## src/rtl/excl_pkg.sv

```systemverilog
package excl_pkg;
  typedef enum logic {
    ST_OPEN = 1'b0,
    ST_EXCL = 1'b1
  } mon_state_e;

  localparam logic [1:0] SZ_BYTE = 2'b00;
  localparam logic [1:0] SZ_HALF = 2'b01;
  localparam logic [1:0] SZ_WORD = 2'b10;
endpackage

```

## src/rtl/excl_addr_gen.sv

```systemverilog
module excl_addr_gen #(
  parameter int AW = 32,
  parameter int OW = 8
) (
  input  logic [AW-1:0] base_i,
  input  logic [OW-1:0] offs_i,
  output logic [AW-1:0] ea_o
);
  localparam int SW = OW + 2;
  logic [SW-1:0] byte_offs;

  assign byte_offs = {offs_i, 2'b00};
  // scaled offset, wraps modulo 2^AW
  assign ea_o = base_i + AW'(byte_offs);
endmodule

```

## src/rtl/excl_resv_fsm.sv

```systemverilog
module excl_resv_fsm
  import excl_pkg::*;
#(
  parameter int AW = 32
) (
  input  logic          clk_i,
  input  logic          rst_ni,
  input  logic          ldx_i,
  input  logic          stx_i,
  input  logic          kill_i,
  input  logic [AW-1:0] ea_i,
  input  logic [1:0]    size_i,
  input  logic          snoop_vld_i,
  input  logic [AW-1:0] snoop_addr_i,
  output mon_state_e    state_o,
  output logic [AW-1:0] tag_addr_o,
  output logic [1:0]    tag_size_o,
  output logic          snoop_hit_o
);
  mon_state_e    state_q, state_d;
  logic [AW-1:0] tag_addr_q;
  logic [1:0]    tag_size_q;
  logic [AW-1:0] snoop_diff;

  // word-granular compare against the tag
  assign snoop_diff  = snoop_addr_i ^ tag_addr_q;
  assign snoop_hit_o = snoop_vld_i && (state_q == ST_EXCL) && ((snoop_diff >> 2) == '0);

  always_comb begin
    state_d = state_q;
    if (kill_i || stx_i)   state_d = ST_OPEN;
    else if (ldx_i)        state_d = ST_EXCL;
    else if (snoop_hit_o)  state_d = ST_OPEN;
  end

  always_ff @(posedge clk_i or negedge rst_ni) begin
    if (!rst_ni) begin
      state_q    <= ST_OPEN;
      tag_addr_q <= '0;
      tag_size_q <= SZ_BYTE;
    end else begin
      state_q <= state_d;
      if (ldx_i && !kill_i && !stx_i) begin
        tag_addr_q <= ea_i;
        tag_size_q <= size_i;
      end
    end
  end

  assign state_o    = state_q;
  assign tag_addr_o = tag_addr_q;
  assign tag_size_o = tag_size_q;

  a_r9_stx_opens: assert property (@(posedge clk_i) disable iff (!rst_ni)
    stx_i |=> state_q == ST_OPEN);
  a_r6_clr_opens: assert property (@(posedge clk_i) disable iff (!rst_ni)
    kill_i |=> state_q == ST_OPEN);
  a_r7_snoop_opens: assert property (@(posedge clk_i) disable iff (!rst_ni)
    (snoop_hit_o && !ldx_i) |=> state_q == ST_OPEN);
  a_r1_ldx_arms: assert property (@(posedge clk_i) disable iff (!rst_ni)
    (ldx_i && !stx_i && !kill_i) |=> (state_q == ST_EXCL && tag_size_q == $past(size_i)));
endmodule

```

## src/rtl/excl_stx_judge.sv

```systemverilog
module excl_stx_judge
  import excl_pkg::*;
#(
  parameter int AW = 32
) (
  input  logic          clk_i,
  input  logic          rst_ni,
  input  logic          stx_i,
  input  logic          kill_i,
  input  logic          snoop_hit_i,
  input  mon_state_e    state_i,
  input  logic [AW-1:0] tag_addr_i,
  input  logic [1:0]    tag_size_i,
  input  logic [AW-1:0] ea_i,
  input  logic [1:0]    size_i,
  output logic          status_valid_o,
  output logic          status_o,
  output logic          mem_wr_o,
  output logic [AW-1:0] mem_addr_o
);
  logic armed, match, pass;

  assign armed = (state_i == ST_EXCL) && !kill_i && !snoop_hit_i;
  assign match = (tag_addr_i == ea_i) && (tag_size_i == size_i);
  assign pass  = stx_i && armed && match;

  always_ff @(posedge clk_i or negedge rst_ni) begin
    if (!rst_ni) begin
      status_valid_o <= 1'b0;
      status_o       <= 1'b0;
      mem_wr_o       <= 1'b0;
      mem_addr_o     <= '0;
    end else begin
      status_valid_o <= stx_i;
      status_o       <= stx_i && !pass;
      mem_wr_o       <= pass;
      if (stx_i) mem_addr_o <= ea_i;
    end
  end

  a_r2_valid_next: assert property (@(posedge clk_i) disable iff (!rst_ni)
    stx_i |=> status_valid_o);
  a_r2_idle_quiet: assert property (@(posedge clk_i) disable iff (!rst_ni)
    !stx_i |=> !status_valid_o && !mem_wr_o);
  a_r5_fail_no_write: assert property (@(posedge clk_i) disable iff (!rst_ni)
    status_o |-> !mem_wr_o);
  a_r5_open_fails: assert property (@(posedge clk_i) disable iff (!rst_ni)
    (stx_i && state_i == ST_OPEN) |=> status_o);
endmodule

```

## src/rtl/excl_monitor.sv

```systemverilog
module excl_monitor
  import excl_pkg::*;
#(
  parameter int AW = 32,
  parameter int OW = 8
) (
  input  logic          clk_i,
  input  logic          rst_ni,
  input  logic          ldx_i,
  input  logic          stx_i,
  input  logic          clrx_i,
  input  logic          exc_entry_i,
  input  logic [AW-1:0] base_i,
  input  logic [OW-1:0] offs_i,
  input  logic [1:0]    size_i,
  input  logic          snoop_vld_i,
  input  logic [AW-1:0] snoop_addr_i,
  output logic          status_valid_o,
  output logic          status_o,
  output logic          mem_wr_o,
  output logic [AW-1:0] mem_addr_o
);
  logic [AW-1:0] ea;
  logic          kill;
  mon_state_e    state;
  logic [AW-1:0] tag_addr;
  logic [1:0]    tag_size;
  logic          snoop_hit;

  assign kill = clrx_i || exc_entry_i;

  excl_addr_gen #(.AW(AW), .OW(OW)) u_addr (
    .base_i (base_i),
    .offs_i (offs_i),
    .ea_o   (ea)
  );

  excl_resv_fsm #(.AW(AW)) u_fsm (
    .clk_i        (clk_i),
    .rst_ni       (rst_ni),
    .ldx_i        (ldx_i),
    .stx_i        (stx_i),
    .kill_i       (kill),
    .ea_i         (ea),
    .size_i       (size_i),
    .snoop_vld_i  (snoop_vld_i),
    .snoop_addr_i (snoop_addr_i),
    .state_o      (state),
    .tag_addr_o   (tag_addr),
    .tag_size_o   (tag_size),
    .snoop_hit_o  (snoop_hit)
  );

  excl_stx_judge #(.AW(AW)) u_judge (
    .clk_i          (clk_i),
    .rst_ni         (rst_ni),
    .stx_i          (stx_i),
    .kill_i         (kill),
    .snoop_hit_i    (snoop_hit),
    .state_i        (state),
    .tag_addr_i     (tag_addr),
    .tag_size_i     (tag_size),
    .ea_i           (ea),
    .size_i         (size_i),
    .status_valid_o (status_valid_o),
    .status_o       (status_o),
    .mem_wr_o       (mem_wr_o),
    .mem_addr_o     (mem_addr_o)
  );

  a_r8_exc_no_pass: assert property (@(posedge clk_i) disable iff (!rst_ni)
    exc_entry_i |=> !mem_wr_o);
  a_r2_write_addr: assert property (@(posedge clk_i) disable iff (!rst_ni)
    mem_wr_o |-> (mem_addr_o == $past(ea) && $past(state) == ST_EXCL));
endmodule

```

## config.mk

```make
export PLATFORM = sky130hd
export DESIGN_NAME = excl_monitor
export DESIGN_NICKNAME = d
export VERILOG_FILES = /design/src/rtl/excl_pkg.sv /design/src/rtl/excl_addr_gen.sv /design/src/rtl/excl_resv_fsm.sv /design/src/rtl/excl_stx_judge.sv /design/src/rtl/excl_monitor.sv
export SDC_FILE = /design/constraint.sdc
export NUM_CORES = 1
export LEC_CHECK = 0
export BUFFER_PORTS_ARGS = -buffer_cell sky130_fd_sc_hd__buf_4
export CORE_ASPECT_RATIO = 1.1
export CORE_MARGIN = 2
export CORE_UTILIZATION = 54
export DETAILED_ROUTE_END_ITERATION = 12
export PLACE_DENSITY = 0.82
export SYNTH_ARGS = -nofsm -noshare
export SYNTH_HDL_FRONTEND = slang
export SYNTH_SLANG_ARGS = --single-unit
```

## constraint.sdc

```tcl
create_clock -name clk_i -period 2.82 [get_ports clk_i]
set_input_delay 0.282 -clock clk_i [delete_from_list [all_inputs] [get_ports clk_i]]
set_output_delay 0.282 -clock clk_i [all_outputs]
set_load 0.03 [all_outputs]
```

==> run_summary.xml <==
<?xml version="1.0" encoding="UTF-8"?>
<metrics>
  <group name="die">
    <metric name="fp-row-count" unit="">35</metric>
    <metric name="dieArea" unit="sq mm">0.00918</metric>
    <metric name="initial_core_util" unit="%">55.0</metric>
    <metric name="placeable_core_area" unit="sq mm">0.00828</metric>
    <metric name="i_o_pin_count" unit="">116</metric>
    <metric name="die_h" unit="um">100</metric>
    <metric name="dieWidth" unit="um">91.5</metric>
  </group>
  <group name="sta">
    <metric name="min_tclk_post_route" unit="ns">2.80</metric>
    <metric name="maxSlewViolCount" unit="">0</metric>
    <metric name="rsz0062_at_grt" unit="">true</metric>
    <metric name="final.setup_skew" unit="ns">0.0141</metric>
    <metric name="final_hold_viol_count" unit="">0</metric>
    <metric name="finalSetupViolations" unit="">0</metric>
    <metric name="fin_hold_ws" unit="ns">0.0528</metric>
    <metric name="timing.fmax" unit="MHz">357</metric>
    <metric name="fin_tns_setup" unit="ns">0</metric>
    <metric name="max_slew_margin" unit="%">40.2</metric>
    <metric name="final.period_utilization" unit="%">99.5</metric>
    <metric name="max_slew.worst_pin.slew" unit="ns">0.896</metric>
  </group>
  <group name="synth">
    <metric name="synth_area_in_compound_gates" unit="%">14.7</metric>
    <metric name="asyncSetResetFlopFracSynth" unit="%">100</metric>
    <metric name="yosys.area_share.adder" unit="%">2.64</metric>
    <metric name="synth-main-ff-cell" unit="">dfrtp_1</metric>
    <metric name="postSynthRegisterBits" unit="">70</metric>
    <metric name="number_of_synthesized_flops_with_an_enable_pin" unit="">0</metric>
    <metric name="postSynthAreaPerCell" unit="sq um">9.23</metric>
    <metric name="synth_sequential_area_ratio" unit="%">38.5</metric>
    <metric name="yosys.area_share.xor_xnor" unit="%">17.9</metric>
    <metric name="mappedNetlistNets" unit="">583</metric>
    <metric name="synthCells" unit="">493</metric>
    <metric name="synth_mux_area_share" unit="%">4.15</metric>
    <metric name="combinational_family_with_the_most_area_after_synthesis" unit="">simple AND/OR/NAND/NOR gates</metric>
    <metric name="area_share_of_and_or_nand_nor_cells_after_synthesis" unit="%">18.8</metric>
    <metric name="yosys_warnings" unit="">0</metric>
    <metric name="synth_area" unit="sq mm">0.00455</metric>
    <metric name="yosys.cell_types.count" unit="">61</metric>
  </group>
  <group name="global_routing">
    <metric name="grt_util_all_layers" unit="%">32.9</metric>
    <metric name="wire_length_of_the_first_global_routing_pass" unit="um">23300</metric>
    <metric name="grt_max_degree" unit="">71</metric>
    <metric name="global_route.overflow_total" unit="">0</metric>
    <metric name="initial_antenna_violation_count" unit="">0</metric>
    <metric name="grt_pass1_vias" unit="">4549</metric>
  </group>
  <group name="drt">
    <metric name="final_antenna_net_count" unit="">0</metric>
    <metric name="vias_per_cell" unit="">5.81</metric>
    <metric name="drt_pass1_iterations" unit="">5</metric>
    <metric name="drt_drc" unit="">0</metric>
    <metric name="route.final.wire_length" unit="um">15000</metric>
    <metric name="dr.max_layer_used" unit="">met4</metric>
    <metric name="via_count" unit="">4472</metric>
    <metric name="drt_iter0_drc" unit="">226</metric>
    <metric name="wl_per_cell" unit="um">19.5</metric>
    <metric name="met1Wirelength" unit="um">6070</metric>
    <metric name="detailroute.wirelength.met3" unit="um">815</metric>
    <metric name="dr_wl_met2" unit="um">7560</metric>
  </group>
  <group name="clocking">
    <metric name="cts-root-buf" unit="">clkbuf_8</metric>
    <metric name="cts_buffers" unit="">9</metric>
    <metric name="clkTransAtPathRegs" unit="ns">0.08</metric>
    <metric name="tritoncts_num_sinks" unit="">70</metric>
    <metric name="max_clock_buf_depth" unit="">2</metric>
    <metric name="worstSkewPairLatency" unit="ns">0.36</metric>
    <metric name="postCtsHoldBufs" unit="">0</metric>
    <metric name="cts.htree.levels" unit="">3</metric>
    <metric name="tritoncts" unit="">done</metric>
  </group>
  <group name="run_status">
    <metric name="outcome" unit="">finished, final reports clean</metric>
  </group>
  <group name="power_and_ir_drop">
    <metric name="leakage_power" unit="nW">2.75</metric>
    <metric name="largest_voltage_drop_on_the_vdd_net" unit="mV">0.373</metric>
    <metric name="power_density" unit="mW/mm^2">556</metric>
  </group>
  <group name="run">
    <metric name="cap_violations" unit="">0</metric>
  </group>
  <group name="worst_setup_path">
    <metric name="crit_path_start_kind" unit="">primary input</metric>
    <metric name="r2r.worst_path.cells" unit="">9</metric>
    <metric name="timing.setup.critical_path_class" unit="">primary input to register</metric>
    <metric name="worst_path_largest_cell_delay" unit="ns">0.45</metric>
    <metric name="worstPathMaxFanout" unit="">3</metric>
    <metric name="critical_path.most_common_cell" unit="">buf_4</metric>
    <metric name="crit_chain" unit="">buf_4, ha_4, a211o_1, a221oi_4, buf_4, o311a_1, xor2_1, o221a_1, o211ai_1, or4_4, o41a_1</metric>
    <metric name="critical_path.slowest_cell" unit="">or4_4</metric>
    <metric name="worst_ep_required_time" unit="ns">3.05</metric>
    <metric name="critical_path_arrival" unit="ns">3.04</metric>
    <metric name="cp-end-kind" unit="">register</metric>
  </group>
  <group name="worst_hold_path">
    <metric name="hp-class" unit="">primary input to async pin</metric>
  </group>
  <group name="finish">
    <metric name="multi_input_comb_area" unit="sq mm">0.00280</metric>
    <metric name="postLayoutCoreUtil" unit="%">75.1</metric>
    <metric name="post_route_cells_drive_above_1_share" unit="%">34.6</metric>
    <metric name="seqCellArea" unit="sq mm">0.00175</metric>
    <metric name="syn2layout_area_growth" unit="%">36.5</metric>
    <metric name="finalNetCount" unit="">744</metric>
    <metric name="number_of_fill_cells_in_the_layout" unit="">611</metric>
    <metric name="num_antenna_cells" unit="">0</metric>
  </group>
  <group name="placed_design">
    <metric name="routabilityCongestion" unit="">0.938</metric>
    <metric name="io_buffers" unit="">113</metric>
    <metric name="detailed_place_hpwl" unit="um">11500</metric>
  </group>
</metrics>
==> critical path: cells and delay by family <==
kind,cells,cell delay (ns)
xor gates and xnor gates,1,0.23
buffers and inverters,2,0.30
adders and majority gates,1,0.23
AOI/OAI and AO/OA,6,1.54
and+or+nand+nor,1,0.45
==> layer usage <==
metal  vias up  GRT usage [%]
met5         -              0
met4         0           14.0
met3        40           5.41
met2       189           58.0
met1      2173           39.8
li1       2070              -
==> final timing paths <==
kind | from | slack (ns) | end
max in group asynchronous | rst_ni | 2.18 | u_fsm.tag_addr_o[28]
max reg2reg | u_fsm.tag_addr_o[3] | 0.29 | u_judge.mem_wr_o
min in group clk_i | base_i[0] | 0.13 | u_fsm.tag_addr_o[0]
min reg2reg | u_fsm.tag_size_o[1] | 0.51 | u_fsm.tag_size_o[1]
min | rst_ni | 0.05 | u_fsm.tag_addr_o[31]
max | base_i[3] | 0.02 | u_judge.status_o
==> cell usage in the layout, fill, tap and decap left out, drive strengths merged, types with 2 or more instances in the layout <==
master / Yosys / layout
a211oi: 4 / 4
a21o: 3 / 3
a21oi: 29 / 29
a221oi: 3 / 3
a31oi: 4 / 4
a32o: 2 / 2
and2: 2 / 2
and3: 9 / 9
and4: 4 / 4
buf: 7 / 170
clkbuf: 13 / 9
clkinv: 0 / 2
clkinvlp: 0 / 2
dfrtp: 70 / 70
ha: 8 / 8
inv: 8 / 10
mux2: 15 / 15
mux2i: 2 / 2
nand2: 69 / 69
nand2b: 2 / 2
nand3: 15 / 15
nand4: 15 / 15
nand4b: 3 / 3
nor2: 38 / 38
nor3: 8 / 8
nor4: 7 / 7
o211a: 2 / 2
o211ai: 7 / 7
o21ai: 25 / 25
or3: 3 / 3
xnor2: 58 / 58
xor2: 32 / 32
==> cell type report <==
type,instances,share of cell area [%]
multi-input combinational,395,45.1
sequential,70,28.2
timing repair buffer,170,20.7
tap,111,2.24
clock buffer,9,1.99
clock inverter,7,1.29
inverter,8,0.483
==> synthesized netlist by cell type, types with 3 or more instances <==
| master | number | share of area [%] |
|---|---|---|
| inv_1 | 8 | 0.66 |
| nand3_1 | 15 | 1.6 |
| nor3_1 | 8 | 0.88 |
| o211ai_1 | 5 | 0.82 |
| buf_6 | 3 | 0.74 |
| ha_1 | 8 | 2.2 |
| nor2_1 | 38 | 3.1 |
| nor4_1 | 7 | 0.96 |
| a21o_1 | 3 | 0.49 |
| a211oi_1 | 4 | 0.66 |
| nand4b_1 | 3 | 0.58 |
| nand2_1 | 69 | 5.7 |
| or3_1 | 3 | 0.41 |
| mux2_2 | 15 | 3.7 |
| and4_1 | 4 | 0.77 |
| a31oi_1 | 4 | 0.55 |
| a21oi_1 | 29 | 3.2 |
| xor2_1 | 32 | 6.2 |
| and3_1 | 9 | 1.2 |
| o21ai_0 | 24 | 2.6 |
| buf_2 | 4 | 0.44 |
| dfrtp_1 | 70 | 38 |
| clkbuf_1 | 11 | 0.91 |
| nand4_1 | 15 | 2.1 |
| xnor2_1 | 58 | 11 |
==> per-stage QoR <==
| stage | total power, mW | instance area, sq um | std cells | worst slack (ns) |
|---|---|---|---|---|
| after floorplan | 2.06 | 4600 | 493 | -0.00448 |
| after global placement | 2.52 | 5860 | 749 | -0.299 |
| after detailed placement | 2.56 | 5860 | 749 | -0.378 |
| after CTS | 3.42 | 6080 | 766 | 0.0121 |
| after global routing | 3.61 | 6210 | 770 | -0.0442 |
| final | 3.46 | 6210 | 770 | 0.0152 |
==> sequential cells by signal, summed over array words and instances, names as in the netlist <==
signal	count
u_fsm.tag_size_o	2
u_judge.mem_wr_o	1
u_judge.mem_addr_o	32
u_fsm.state_o	1
u_judge.status_o	1
u_fsm.tag_addr_o	32
u_judge.status_valid_o	1
==> cells by family (layout without fill, tap and decap cells) <==
group	count (synthesis)	in the layout
compound gates	98	98
xor+xnor	91	91
fa+ha+maj	9	9
buf+inv	28	194
flops	70	70
mux	17	17
simple gates	180	180
==> timing repair <==
action,in CTS,in global routing
hold endpoints to repair,0,0
resized for setup,2,18
pin swaps,1,12
buffers inserted,1,4
endpoints found under the setup margin,1,2
==> power by group <==
group | total [mW] | switching (mW) | internal (mW)
Sequential | 1.37 | 0.201 | 1.17
Combinational | 1.23 | 0.643 | 0.583
Clock | 0.860 | 0.443 | 0.418
Total | 3.46 | 1.29 | 2.17
Power figures use the tool's default switching activity.
